==> config.mk <==
export PLATFORM = sky130hd
export DESIGN_NAME = sdram_boot_seq
export DESIGN_NICKNAME = d
export VERILOG_FILES = /design/src/rtl/sdram_boot_pkg.sv /design/src/rtl/sdram_boot_timer.sv /design/src/rtl/sdram_boot_opcode.sv /design/src/rtl/sdram_boot_cmdenc.sv /design/src/rtl/sdram_boot_seq.sv
export SDC_FILE = /design/constraint.sdc
export NUM_CORES = 1
export LEC_CHECK = 0
export BUFFER_PORTS_ARGS = -buffer_cell sky130_fd_sc_hd__buf_2
export CORE_MARGIN = 2
export CORE_UTILIZATION = 40
export DETAILED_ROUTE_END_ITERATION = 12
export MAX_ROUTING_LAYER = met4
export PLACE_DENSITY = 0.64
export SKIP_CTS_REPAIR_TIMING = 1
export SLEW_MARGIN = 5
export SYNTH_ARGS = -nofsm -noshare
export SYNTH_HDL_FRONTEND = slang
export SYNTH_SLANG_ARGS = --single-unit
==> constraint.sdc <==
create_clock -name clk -period 5.6 [get_ports clk]
set_input_delay 1.4 -clock clk [delete_from_list [all_inputs] [get_ports clk]]
set_output_delay 1.4 -clock clk [all_outputs]
set_load 0.01 [all_outputs]
==> src/rtl/sdram_boot_pkg.sv <==
package sdram_boot_pkg;

   typedef enum logic [2:0] {
      PH_IDLE,
      PH_POWERUP,
      PH_PRECHARGE,
      PH_REFRESH,
      PH_MODE,
      PH_GAP,
      PH_DONE
   } boot_phase_e;

   typedef enum logic [1:0] {
      CMD_NOP,
      CMD_PRE,
      CMD_REF,
      CMD_MRS
   } boot_cmd_e;

   function automatic int unsigned max2(input int unsigned a, input int unsigned b);
      return (a > b) ? a : b;
   endfunction

endpackage

==> src/rtl/sdram_boot_timer.sv <==
module sdram_boot_timer #(
   parameter int unsigned CNT_W = 4
) (
   input  logic             clk,
   input  logic             rst_n,
   input  logic             load,
   input  logic [CNT_W-1:0] load_val,
   output logic             expired
);

   logic [CNT_W-1:0] cnt_q;

   always_ff @(posedge clk or negedge rst_n) begin
      if (!rst_n) begin
         cnt_q <= '0;
      end else if (load) begin
         cnt_q <= load_val;
      end else if (cnt_q != '0) begin
         cnt_q <= cnt_q - CNT_W'(1);
      end
   end

   assign expired = (cnt_q == '0);

endmodule

==> src/rtl/sdram_boot_opcode.sv <==
module sdram_boot_opcode #(
   parameter int unsigned ADDR_W         = 12,
   parameter int unsigned CAS_LAT        = 2,
   parameter int unsigned BURST_TYPE     = 0,
   parameter int unsigned BURST_LEN_CODE = 2,
   parameter int unsigned SINGLE_WRITE   = 0
) (
   output logic [ADDR_W-1:0] mode_word
);

   localparam logic [2:0] BL_BITS = 3'(BURST_LEN_CODE);
   localparam logic [2:0] CL_BITS = 3'(CAS_LAT);
   localparam logic       BT_BIT  = 1'(BURST_TYPE);
   localparam logic       SW_BIT  = 1'(SINGLE_WRITE);

   if (CAS_LAT < 1 || CAS_LAT > 3) begin : g_bad_cl
      $error("sdram_boot_opcode: CAS_LAT must be 1, 2 or 3");
   end
   if (BURST_TYPE > 1 || SINGLE_WRITE > 1) begin : g_bad_flag
      $error("sdram_boot_opcode: BURST_TYPE and SINGLE_WRITE are single bits");
   end
   if (!(BURST_LEN_CODE <= 3 || (BURST_LEN_CODE == 7 && BURST_TYPE == 0))) begin : g_bad_bl
      $error("sdram_boot_opcode: burst length code not legal for the burst type");
   end

   for (genvar b = 0; b < ADDR_W; b++) begin : g_bit
      if (b < 3) begin : g_bl
         assign mode_word[b] = BL_BITS[b];
      end else if (b == 3) begin : g_bt
         assign mode_word[b] = BT_BIT;
      end else if (b < 7) begin : g_cl
         assign mode_word[b] = CL_BITS[b-4];
      end else if (b == 9) begin : g_sw
         assign mode_word[b] = SW_BIT;
      end else begin : g_zero
         assign mode_word[b] = 1'b0;
      end
   end

endmodule

==> src/rtl/sdram_boot_cmdenc.sv <==
module sdram_boot_cmdenc
   import sdram_boot_pkg::*;
#(
   parameter int unsigned ADDR_W  = 12,
   parameter int unsigned BANK_W  = 2,
   parameter int unsigned ALL_BIT = 10
) (
   input  boot_cmd_e         cmd,
   input  logic              pwr_on,
   input  logic [ADDR_W-1:0] mode_word,
   output logic              cke,
   output logic              cs_n,
   output logic              ras_n,
   output logic              cas_n,
   output logic              we_n,
   output logic [ADDR_W-1:0] addr,
   output logic [BANK_W-1:0] ba
);

   localparam logic [ADDR_W-1:0] ALL_BANKS = ADDR_W'(1) << ALL_BIT;

   assign cke  = pwr_on;
   assign cs_n = 1'b0;
   assign ba   = '0;

   always_comb begin
      ras_n = 1'b1;
      cas_n = 1'b1;
      we_n  = 1'b1;
      addr  = '0;
      case (cmd)
         CMD_PRE: begin
            ras_n = 1'b0;
            we_n  = 1'b0;
            addr  = ALL_BANKS;
         end
         CMD_REF: begin
            ras_n = 1'b0;
            cas_n = 1'b0;
         end
         CMD_MRS: begin
            ras_n = 1'b0;
            cas_n = 1'b0;
            we_n  = 1'b0;
            addr  = mode_word;
         end
         default: ;
      endcase
   end

endmodule

==> src/rtl/sdram_boot_seq.sv <==
module sdram_boot_seq
   import sdram_boot_pkg::*;
#(
   parameter int unsigned ADDR_W         = 12,
   parameter int unsigned BANK_W         = 2,
   parameter int unsigned PWR_WAIT_CYC   = 20000,
   parameter int unsigned T_RP_CYC       = 2,
   parameter int unsigned T_RC_CYC       = 7,
   parameter int unsigned T_MRD_CYC      = 2,
   parameter int unsigned N_REFRESH      = 8,
   parameter bit          MODE_FIRST     = 1'b0,
   parameter int unsigned CAS_LAT        = 2,
   parameter int unsigned BURST_TYPE     = 0,
   parameter int unsigned BURST_LEN_CODE = 2,
   parameter int unsigned SINGLE_WRITE   = 0
) (
   input  logic              clk,
   input  logic              rst_n,
   output logic              sd_cke,
   output logic              sd_cs_n,
   output logic              sd_ras_n,
   output logic              sd_cas_n,
   output logic              sd_we_n,
   output logic [ADDR_W-1:0] sd_addr,
   output logic [BANK_W-1:0] sd_ba,
   output logic              init_done
);

   localparam int unsigned MAX_WAIT = max2(max2(PWR_WAIT_CYC, T_RP_CYC),
                                           max2(T_RC_CYC, T_MRD_CYC));
   localparam int unsigned CNT_W = $clog2(MAX_WAIT + 1);
   localparam int unsigned RC_W  = $clog2(N_REFRESH + 1);
   localparam logic [CNT_W-1:0] LD_PWR = CNT_W'(PWR_WAIT_CYC - 1);
   localparam logic [CNT_W-1:0] LD_RP  = CNT_W'(T_RP_CYC - 2);
   localparam logic [CNT_W-1:0] LD_RC  = CNT_W'(T_RC_CYC - 2);
   localparam logic [CNT_W-1:0] LD_MRD = CNT_W'(T_MRD_CYC - 2);
   localparam logic [RC_W-1:0]  LAST_REF = RC_W'(N_REFRESH - 1);

   if (N_REFRESH < 8) begin : g_bad_nref
      $error("sdram_boot_seq: at least eight refreshes are required");
   end
   if (PWR_WAIT_CYC < 1) begin : g_bad_pwr
      $error("sdram_boot_seq: power-up wait must be at least one cycle");
   end
   if (T_RP_CYC < 2 || T_RC_CYC < 2 || T_MRD_CYC < 2) begin : g_bad_gap
      $error("sdram_boot_seq: command gaps must be at least two cycles");
   end
   if (ADDR_W < 11 || BANK_W < 1) begin : g_bad_width
      $error("sdram_boot_seq: address must reach bit 10 and bank must be non-empty");
   end

   boot_phase_e phase_q, phase_d;
   boot_phase_e after_q, after_d;
   boot_phase_e after_pre, after_last_ref, after_mode;
   logic [RC_W-1:0]  ref_cnt_q, ref_cnt_d;
   logic             tmr_load;
   logic [CNT_W-1:0] tmr_val;
   logic             tmr_expired;
   boot_cmd_e        cmd;
   logic [ADDR_W-1:0] mode_word;

   if (MODE_FIRST) begin : g_mode_first
      assign after_pre      = PH_MODE;
      assign after_mode     = PH_REFRESH;
      assign after_last_ref = PH_DONE;
   end else begin : g_refresh_first
      assign after_pre      = PH_REFRESH;
      assign after_mode     = PH_DONE;
      assign after_last_ref = PH_MODE;
   end

   sdram_boot_timer #(
      .CNT_W (CNT_W)
   ) u_timer (
      .clk      (clk),
      .rst_n    (rst_n),
      .load     (tmr_load),
      .load_val (tmr_val),
      .expired  (tmr_expired)
   );

   sdram_boot_opcode #(
      .ADDR_W         (ADDR_W),
      .CAS_LAT        (CAS_LAT),
      .BURST_TYPE     (BURST_TYPE),
      .BURST_LEN_CODE (BURST_LEN_CODE),
      .SINGLE_WRITE   (SINGLE_WRITE)
   ) u_opcode (
      .mode_word (mode_word)
   );

   always_comb begin
      phase_d   = phase_q;
      after_d   = after_q;
      ref_cnt_d = ref_cnt_q;
      tmr_load  = 1'b0;
      tmr_val   = '0;
      case (phase_q)
         PH_IDLE: begin
            phase_d  = PH_POWERUP;
            tmr_load = 1'b1;
            tmr_val  = LD_PWR;
         end
         PH_POWERUP: begin
            if (tmr_expired) phase_d = PH_PRECHARGE;
         end
         PH_PRECHARGE: begin
            phase_d  = PH_GAP;
            tmr_load = 1'b1;
            tmr_val  = LD_RP;
            after_d  = after_pre;
         end
         PH_REFRESH: begin
            phase_d   = PH_GAP;
            tmr_load  = 1'b1;
            tmr_val   = LD_RC;
            ref_cnt_d = ref_cnt_q + RC_W'(1);
            after_d   = (ref_cnt_q == LAST_REF) ? after_last_ref : PH_REFRESH;
         end
         PH_MODE: begin
            phase_d  = PH_GAP;
            tmr_load = 1'b1;
            tmr_val  = LD_MRD;
            after_d  = after_mode;
         end
         PH_GAP: begin
            if (tmr_expired) phase_d = after_q;
         end
         PH_DONE: ;
         default: phase_d = PH_IDLE;
      endcase
   end

   always_ff @(posedge clk or negedge rst_n) begin
      if (!rst_n) begin
         phase_q   <= PH_IDLE;
         after_q   <= PH_IDLE;
         ref_cnt_q <= '0;
      end else begin
         phase_q   <= phase_d;
         after_q   <= after_d;
         ref_cnt_q <= ref_cnt_d;
      end
   end

   always_comb begin
      case (phase_q)
         PH_PRECHARGE: cmd = CMD_PRE;
         PH_REFRESH:   cmd = CMD_REF;
         PH_MODE:      cmd = CMD_MRS;
         default:      cmd = CMD_NOP;
      endcase
   end

   sdram_boot_cmdenc #(
      .ADDR_W  (ADDR_W),
      .BANK_W  (BANK_W),
      .ALL_BIT (10)
   ) u_cmdenc (
      .cmd       (cmd),
      .pwr_on    (phase_q != PH_IDLE),
      .mode_word (mode_word),
      .cke       (sd_cke),
      .cs_n      (sd_cs_n),
      .ras_n     (sd_ras_n),
      .cas_n     (sd_cas_n),
      .we_n      (sd_we_n),
      .addr      (sd_addr),
      .ba        (sd_ba)
   );

   assign init_done = (phase_q == PH_DONE);

   logic pin_nop, pin_pre, pin_mrs, pin_cmd;
   assign pin_nop = !sd_cs_n && sd_ras_n && sd_cas_n && sd_we_n;
   assign pin_pre = !sd_cs_n && !sd_ras_n && sd_cas_n && !sd_we_n;
   assign pin_mrs = !sd_cs_n && !sd_ras_n && !sd_cas_n && !sd_we_n;
   assign pin_cmd = !sd_ras_n || !sd_cas_n || !sd_we_n;

   assert_cke_held_R2: assert property (@(posedge clk) disable iff (!rst_n)
      sd_cke |=> sd_cke);

   assert_cke_before_cmd_R2: assert property (@(posedge clk) disable iff (!rst_n)
      pin_cmd |-> $past(sd_cke));

   assert_all_bank_flag_R3: assert property (@(posedge clk) disable iff (!rst_n)
      pin_pre |-> (sd_addr[10] && sd_ba == '0));

   assert_refresh_bound_R4: assert property (@(posedge clk) disable iff (!rst_n)
      ref_cnt_q <= RC_W'(N_REFRESH));

   assert_mode_reserved_low_R5: assert property (@(posedge clk) disable iff (!rst_n)
      pin_mrs |-> (sd_ba == '0 && sd_addr[8:7] == 2'b00 && sd_addr[ADDR_W-1:10] == '0));

   assert_cmd_then_gap_R8: assert property (@(posedge clk) disable iff (!rst_n)
      pin_cmd |=> pin_nop);

   assert_done_sticky_R9: assert property (@(posedge clk) disable iff (!rst_n)
      init_done |=> init_done);

   assert_done_quiet_R9: assert property (@(posedge clk) disable iff (!rst_n)
      init_done |-> (pin_nop && ref_cnt_q == RC_W'(N_REFRESH)));

endmodule

==> summary.txt, run 1 <==
Die
  – Core Region: 3690 um2
  – Initial Util: 42.0%
  – Row count: 22
  – Die width: 66.2 um
  – Die ar.: 4380 um2
  – I/O pin count: 22
  – Die height: 66.2 um

Layout
  – Design Area, Final: 1600 um2
  – Final net count: 170
  – N_diodes: 0
  – Area growth syn-to-layout: 3.48%
  – Layout cells sized above 1: 16.4%

Logic synthesis
  – Post-Syn Area per Cell: 9.61 um2
  – Cells after synthesis: 161
  – FF+latch count, synth: 25
  – Mapped Area: 1550 um2
  – Dominant cells by area after synthesis: dfrtp_1 40%, buf_4 6.3%, a21oi_1 3.2%, nor2_1 2.4%, xnor2_1 2.3%
  – Synth area leader: dfrtp_1
  – Asr flop ratio synth: 100%
  – Synthesis Warnings: 0
  – Top-count cell post-synth: dfrtp_1
  – EDFF count, synth: 0
  – Top cells by count, synth: 25 x dfrtp_1, 13 x buf_4, 10 x a21oi_1, 10 x nor2_1, 8 x nand2_1
  – Seq/Total Area, Yosys: 40.4%
  – Cell variety after synth: 53
  – Post-synth top area share: 40.4%
  – Primary FF master, synth: dfrtp_1

Timing
  – Final TNS setup: 0 ns
  – Final setup vio count: 0
  – Worst-Margin Slew: 0.610 ns
  – Max_slew headroom: 59.3%
  – RSZ-0062 raised after global routing: false
  – Minimum clock period: 3.10 ns
  – Fin crit share: 55.3%
  – Fmax: 323 MHz
  – Fin. max-slew vios: 0
  – Clock skew: 0.00186 ns
  – Endpoints failing hold: 0

Routing
  – ANT nets after route: 0
  – Final routed DRC violation total: 0
  – Total routed wirelength: 2.87 mm
  – DR pass1 iterations: 4
  – Via count: 1168
  – Drt wl/cell: 13.5 um
  – Iteration-0 DRC Markers: 80
  – Vias per cell: 5.48

Global route
  – Pin count of the biggest net entering global routing: 26
  – Total track usage: 15.1%
  – First-pass GRT wire length: 5.02 mm
  – Congestion Overflow GR: 0
  – Initial antenna violation count: 0
  – Number of global-route vias before repair: 1076

Power
  – Pwr Total: 294 uW
  – P_leak: 0.000670 uW
  – Power density over cell area: 183 nW/um2
  – Max VDD drop: 0.128 mV

Setup path
  – Critical path fanouts, max: 15
  – Crit start category: flip-flop
  – Critical Path RT: 4.20 ns
  – Critical path cell sequence: or2_2, nor2_1, nor2_1, buf_2
  – Endpoint type of the worst setup path: output pin
  – CP delay by family, top: simple AND/OR/NAND/NOR gates
  – CP Buf/Inv Count: 1
  – Max incr delay on CP: 0.52 ns
  – CP max-delay cell: dfrtp_1
  – Critical path data arrival time: 1.70 ns
  – CP most frequent cell: nor2_1
  – WS Path Type: flip-flop to output pin

Job
  – Maxcap violations: 0

Worst hold path
  – Hold WC Path Type: flip-flop to flip-flop

Run status
  – Status: finished, final reports clean

Place
  – I/O Buffers: 9
  – Hpwl dp: 2.13 mm
  – Placed cell area: 1560 um2
  – GP Congestion: 0.855

Clock network
  – Root buf cell: clkbuf_8
  – Maximum clock path buffer count: 2
  – H-tree levels: 1
  – Clock Sink Count: 25
  – Clock latency on the worst-skew pair: 0.27 ns
  – Total CTS buffers: 3
  – Worst-path clk slew: 0.08 ns
  – CTS tree: done
final timing paths:
| kind | depth (start not counted) | start | to | slack, ns |
|---|---|---|---|---|
| max | 4 | phase_q[1] | sd_cas_n | 2.50 |
| min | 1 | ref_cnt_q[3] | ref_cnt_q[3] | 0.48 |
| max reg2reg | 6 | u_timer.cnt_q[0] | u_timer.cnt_q[2] | 3.51 |
| min reg2reg | 1 | ref_cnt_q[3] | ref_cnt_q[3] | 0.48 |
| max in group asynchronous | 1 | rst_n | ref_cnt_q[2] | 4.11 |
| min in group asynchronous | 1 | rst_n | u_timer.cnt_q[9] | 1.12 |
sequential cells by signal, summed over array words and instances, names as in the netlist:
signal         flops
after_q            3
phase_q            3
u_timer.cnt_q     15
ref_cnt_q          4
cell families after synthesis:
group	synth area share, %
simple gates	24.6
xor+xnor	3.96
mux	1.37
compound gates	17.4
fa+ha+maj	1.62
flops	40.4
other cells	0.242
buf+inv	10.4
layout make-up:
cell class                      instances  area, um2
Fill cell                             400       2090
Clock inverter                          1       5.00
Multi-Input combinational cell        121        802
Clock buffer                            3       41.3
Timing Repair Buffer                    9       45.0
Sequential cell                        25        626
Inverter                                6       22.5
Tap cell                               48       60.1
cell usage in the layout (no fill, tap or decap), types with 2 or more instances in the layout:
master,Yosys,routed
a21o_1,2,2
a21oi_1,10,10
a31oi_1,4,4
and4_1,2,2
buf_2,0,9
clkbuf_8,0,3
conb_1,1,12
dfrtp_1,25,25
ha_1,2,2
inv_1,6,6
nand2_1,8,8
nand2b_1,3,3
nand3_1,2,2
nand4_1,2,2
nand4b_1,2,2
nor2_1,10,10
nor2b_1,2,2
nor3_1,3,3
nor3b_1,2,2
nor4_1,5,5
o21a_1,2,2
o21ai_0,6,6
o21bai_1,2,2
o31a_1,2,2
o31ai_1,2,2
or2_2,4,4
or4_1,2,2
xnor2_1,4,4
xor2_1,3,3
routing by layer:
| layer | part of all wire, % | track usage [%] | wire, um |
|---|---|---|---|
| met1 | 49 | 19.7 | 1410 |
| met2 | 47 | 24.4 | 1350 |
| met3 | 3.2 | 3.07 | 93 |
| met4 | 0.42 | 3.32 | 12 |
| met5 | 0 | - | 0 |
power by group:
| group | internal (uW) | switching, uW | total, uW |
|---|---|---|---|
| Clock | 49.8 | 56.2 | 106 |
| Sequential | 180 | 0 | 180 |
| Combinational | 0.249 | 7.05 | 7.30 |
| Total | 230 | 63.2 | 294 |
through the flow:
stage               utilization (%)  std cells  hold slack (ns)  setup WS (ns)
global route                   43.4        213            0.519           2.34
detailed placement             42.2        209            0.474           2.82
CTS                            43.4        213            0.491           2.49
floorplan                         -        172            0.437           2.70
finish                         43.4        213            0.481           2.50
global placement               42.2        209            0.457           2.83
Power figures use the tool's default switching activity.
==> inputs of run 2 (changes only) <==
- PLACE_DENSITY: 0.64 -> 0.66
- clock period: 5.6 -> 2.7 ns (I/O delays scaled with it)
==> summary.txt, run 2 (synthesis gave the netlist of run 1 again) <==
Global route
  – Number of global-route vias before repair: 1103 (+2.5%)
  – First-pass GRT wire length: 5.22 mm (+4.0%)
  – Pin count of the biggest net entering global routing: 26 (unchanged)
  – Total track usage: 15.8% (+0.68 points)
  – Congestion Overflow GR: 0 (unchanged)
  – Initial antenna violation count: 0 (unchanged)

Die
  – Initial Util: 42.0% (unchanged)
  – Row count: 22 (unchanged)
  – Core Region: 3690 um2 (unchanged)
  – Die ar.: 4380 um2 (unchanged)
  – Die width: 66.2 um (unchanged)
  – Die height: 66.2 um (unchanged)
  – I/O pin count: 22 (unchanged)

Power
  – Pwr Total: 614 uW (+110%)
  – Power density over cell area: 383 nW/um2 (+110%)
  – Max VDD drop: 0.220 mV (+72%)
  – Switching share of power: 22.1% (+0.61 points)
  – Clock Power Share: 36.6% (+0.5 points)
  – Sequential fraction of design power: 60.9% (-0.5 points)
  – Pint: 478 uW (+110%)
  – Comb power frac: 2.4% (about the same)
  – Sw Pwr: 136 uW (+120%)
  – P_leak: 0.000670 uW (unchanged)

Clock network
  – H-tree levels: 1 (unchanged)
  – CTS tree: done
  – Root buf cell: clkbuf_8
  – Worst-path clk slew: 0.09 ns (about the same)
  – Total CTS buffers: 3 (unchanged)
  – Clock latency on the worst-skew pair: 0.27 ns (about the same)
  – Maximum clock path buffer count: 2 (unchanged)
  – Clock Sink Count: 25 (unchanged)

Setup path
  – Crit start category: flip-flop
  – Critical Path RT: 2.03 ns (-2.17 ns)
  – Critical path data arrival time: 1.71 ns (about the same)
  – Critical path fanouts, max: 15 (unchanged)
  – WS Path Type: flip-flop to output pin
  – Endpoint type of the worst setup path: output pin

Routing
  – Vias per cell: 5.44 (-0.86%)
  – Via count: 1158 (-0.86%)
  – Final routed DRC violation total: 0 (unchanged)
  – Drt wl/cell: 13.7 um (+1.9%)
  – ANT nets after route: 0 (unchanged)
  – Total routed wirelength: 2.92 mm (+1.9%)
  – DR pass1 iterations: 4 (unchanged)
  – Iteration-0 DRC Markers: 55 (-31%)

Place
  – Hpwl dp: 2.15 mm (+1.1%)
  – I/O Buffers: 9 (unchanged)
  – Post-place setup slack: 0.618 ns (-2.20 ns)
  – GP Congestion: 0.810 (-5.2%)
  – Placed cell area: 1560 um2 (unchanged)

Timing
  – Endpoints failing hold: 0 (unchanged)
  – RSZ-0062 raised after global routing: false
  – Final setup vio count: 0 (unchanged)
  – Fin. max-slew vios: 0 (unchanged)
  – Worst-Margin Slew: 0.597 ns (-0.0124 ns)
  – Max_slew headroom: 60.2% (+0.83 points)
  – Minimum clock period: 2.39 ns
  – Final TNS setup: 0 ns (unchanged)
  – Fmax: 419 MHz
  – Final setup margin: 0.313 ns (-2.19 ns)
  – Fin crit share: 88.4%
  – Clock skew: 0.00408 ns (+0.00222 ns)

Layout
  – Final net count: 170 (unchanged)
  – Design Area, Final: 1600 um2 (unchanged)
  – Biggest register: u_timer.cnt_q
  – Max reg flops: 15 (unchanged)
  – N_diodes: 0 (unchanged)
  – Top Registers: u_timer.cnt_q: 15 flops, ref_cnt_q: 4 flops
  – Filler instances: 376 (-6.0%)
  – Most frequent cells in the layout: 25 x dfrtp_1, 12 x conb_1, 10 x nor2_1, 10 x a21oi_1, 9 x buf_2
  – Area growth syn-to-layout: 3.48% (unchanged)
  – Layout cells sized above 1: 16.4% (unchanged)
  – Commonest non-fill, non-tap cell in the layout: dfrtp_1

Worst hold path
  – Hold WC Path Type: primary input to asynchronous set/reset pin

Job
  – Maxcap violations: 0 (unchanged)

Run status
  – Status: finished, final reports clean
run 2: layout make-up:
class,instances,area (um2),area share [%]
Multi-Input combinational cell,121,802,50.1
Sequential cell,25,626,39.1
Tap cell,48,60.1,3.75
Timing Repair Buffer,9,45.0,2.81
Clock buffer,3,41.3,2.58
Inverter,6,22.5,1.41
Clock inverter,1,5.00,0.312
run 2: layer usage:
metal	up-vias	wire length, um	track usage (%)
met5	-	0	-
met4	0	19	3.57
met3	5	100	4.26
met2	23	1410	23.8
met1	561	1390	21.3
li1	569	-	-
run 2: worst max-delay path, stage by stage (launching register included):
cell     delay, ns
dfrtp_1       0.59
nor2b_1       0.34
and2_1        0.31
nor2_1        0.06
buf_2         0.14
run 2: through the flow:
| stage | hold slack [ns] | cells | utilization [%] |
|---|---|---|---|
| global route | 0.425 | 213 | 43.4 |
| floorplan | 0.379 | 172 | - |
| finish | 0.383 | 213 | 43.4 |
| detailed placement | 0.480 | 209 | 42.2 |
| global placement | 0.450 | 209 | 42.2 |
| CTS | 0.399 | 213 | 43.4 |
run 2: final timing paths:
| kind | from | end | slack, ns | cells after the start |
|---|---|---|---|---|
| max | phase_q[1] | sd_cas_n | 0.31 | 4 |
| min | rst_n | u_timer.cnt_q[13] | 0.38 | 1 |
| max reg2reg | u_timer.cnt_q[0] | phase_q[0] | 0.58 | 6 |
| min reg2reg | ref_cnt_q[3] | ref_cnt_q[3] | 0.49 | 1 |
| max in group asynchronous | rst_n | u_timer.cnt_q[3] | 1.95 | 1 |
| min in group clk | ref_cnt_q[3] | ref_cnt_q[3] | 0.49 | 1 |
run 2: power by group through the flow:
stage	registers [uW]	logic [uW]	clock network (uW)
floorplan	382	20.1	0
global placement	382	15.2	0
detailed placement	382	15.3	0
CTS	374	15.4	231
global route	374	17.9	251
finish	374	15.0	225
==> inputs of run 3 (changes only) <==
- BUFFER_PORTS_ARGS: -buffer_cell sky130_fd_sc_hd__buf_2 -> not set
- DONT_BUFFER_PORTS: not set -> 1
- PLACE_DENSITY: 0.66 -> 0.61
==> summary.txt, run 3 (synthesis gave the netlist of run 1 again) <==
Routing
  – Vias per cell: 5.52 (+1.6%)
  – Final routed DRC violation total: 0 (unchanged)
  – Via count: 1138 (-1.7%)
  – ANT nets after route: 0 (unchanged)
  – Iteration-0 DRC Markers: 45 (-18%)
  – DR pass1 iterations: 4 (unchanged)
  – Total routed wirelength: 2.99 mm (+2.4%)
  – Drt wl/cell: 14.5 um (+5.8%)

Timing
  – Final setup vio count: 0 (unchanged)
  – Max_slew headroom: 58.2% (-2.0 points)
  – Endpoints failing hold: 0 (unchanged)
  – Clock skew: 0.00754 ns (+0.00346 ns)
  – RSZ-0062 raised after global routing: false
  – Final TNS setup: 0 ns (unchanged)
  – Fmax: 426 MHz (+1.6%)
  – Worst-Margin Slew: 0.627 ns (+0.0297 ns)
  – Fin crit share: 87.0% (-1.4 points)
  – Minimum clock period: 2.35 ns (-0.0365 ns)
  – Fin. max-slew vios: 0 (unchanged)

Layout
  – Final Util: 42.7% (-0.75 points)
  – Biggest register: u_timer.cnt_q
  – Layout cells sized above 1: 12.7% (-3.7 points)
  – Area growth syn-to-layout: 1.70%
  – Top Registers: u_timer.cnt_q: 15 flops, ref_cnt_q: 4 flops
  – Commonest non-fill, non-tap cell in the layout: dfrtp_1
  – Final net count: 163 (-4.1%)
  – Most frequent cells in the layout: 25 x dfrtp_1, 12 x conb_1, 10 x nor2_1, 10 x a21oi_1, 8 x nand2_1
  – Filler instances: 383 (+1.9%)
  – Max reg flops: 15 (unchanged)
  – N_diodes: 0 (unchanged)

Die
  – Die height: 66.2 um (unchanged)
  – I/O pin count: 22 (unchanged)
  – Die width: 66.2 um (unchanged)
  – Core Region: 3690 um2 (unchanged)
  – Die ar.: 4380 um2 (unchanged)
  – Row count: 22 (unchanged)
  – Initial Util: 42.0% (unchanged)

Clock network
  – Clock latency on the worst-skew pair: 0.28 ns (about the same)
  – Total CTS buffers: 3 (unchanged)
  – Maximum clock path buffer count: 2 (unchanged)
  – CTS tree: done
  – Clock Sink Count: 25 (unchanged)
  – Worst-path clk slew: 0.10 ns (about the same)
  – H-tree levels: 1 (unchanged)
  – Root buf cell: clkbuf_8

Place
  – Hpwl dp: 2.21 mm (+2.6%)
  – GP Congestion: 0.785 (-3.2%)
  – I/O Buffers: 0 (-9)

Setup path
  – CP delay by family, top: simple AND/OR/NAND/NOR gates
  – Max incr delay on CP: 0.61 ns (+0.02 ns)
  – Critical Path RT: 2.03 ns (about the same)
  – Endpoint type of the worst setup path: output pin
  – WS Path Type: flip-flop to output pin
  – Critical path data arrival time: 1.68 ns (-0.03 ns)
  – Critical path fanouts, max: 15 (unchanged)
  – CP Buf/Inv Count: 0 (-1)
  – CP max-delay cell: dfrtp_1
  – Crit start category: flip-flop
  – Critical path cell sequence: nor2b_1, and2_1, nor2_1

Global route
  – Total track usage: 15.3% (-0.53 points)
  – Number of global-route vias before repair: 1116 (+1.2%)
  – Pin count of the biggest net entering global routing: 26 (unchanged)
  – Congestion Overflow GR: 0 (unchanged)
  – First-pass GRT wire length: 5.10 mm (-2.2%)
  – Initial antenna violation count: 0 (unchanged)

Power
  – P_leak: 0.000642 uW (-4.2%)
  – Pwr Total: 619 uW (+0.86%)
  – Max VDD drop: 0.291 mV (+32%)
  – Power density over cell area: 393 nW/um2 (+2.6%)

Worst hold path
  – Hold WC Path Type: primary input to asynchronous set/reset pin

Job
  – Maxcap violations: 0 (unchanged)

Run status
  – Status: finished, final reports clean
run 3: through the flow:
step	hold slack [ns]	worst slack, ns	std cells	area, um2
detailed placement	0.380	0.636	202	1530
global placement	0.380	0.709	202	1530
finish	0.0720	0.350	206	1570
floorplan	0.379	0.523	172	1590
global route	0.0560	0.197	206	1570
CTS	0.0662	0.364	206	1570
run 3: report_power, final:
part / switching [uW] / total (uW) / internal, uW / leakage [uW]
Sequential: 0 / 374 / 374 / 0.000287
Clock: 132 / 237 / 105 / 0.0000217
Combinational: 7.52 / 7.52 / 0 / 0.000333
run 3: routing by layer:
metal,GRT usage [%],up-vias,part of all wire (%)
met4,2.30,0,0.70
li1,-,560,-
met1,19.0,553,46
met3,3.58,3,4.0
met2,25.8,22,49
met5,-,-,0
run 3: path summary, 6_finish.rpt:
kind                                  startpoint           endpoint  slack, ns  depth (start not counted)
worst max-delay path                  phase_q[1]           sd_cas_n       0.35                          3
max in group asynchronous                  rst_n  u_timer.cnt_q[14]       2.55                          0
worst min register to register      ref_cnt_q[3]       ref_cnt_q[3]       0.48                          1
worst max register to register  u_timer.cnt_q[0]   u_timer.cnt_q[2]       0.61                          6
worst min-delay path                       rst_n   u_timer.cnt_q[2]       0.07                          0
min in group clk                    ref_cnt_q[3]       ref_cnt_q[3]       0.48                          1
run 3: worst reg2reg max path: cells and delay by family, from the launching register on:
family	cells	cell delay, ns
simple gates	2	0.63
fa+ha+maj	1	0.25
compound gates	2	0.55
flops	1	0.45
buf+inv	1	0.08
run 3: area by class of cell:
type / instances / area [um2] / area share, %
multi-input combinational: 121 / 802 / 51.0
sequential: 25 / 626 / 39.7
tap: 48 / 60.1 / 3.82
clock buffer: 3 / 41.3 / 2.62
inverter: 6 / 22.5 / 1.43
timing repair buffer: 2 / 15.0 / 0.954
clock inverter: 1 / 7.51 / 0.477
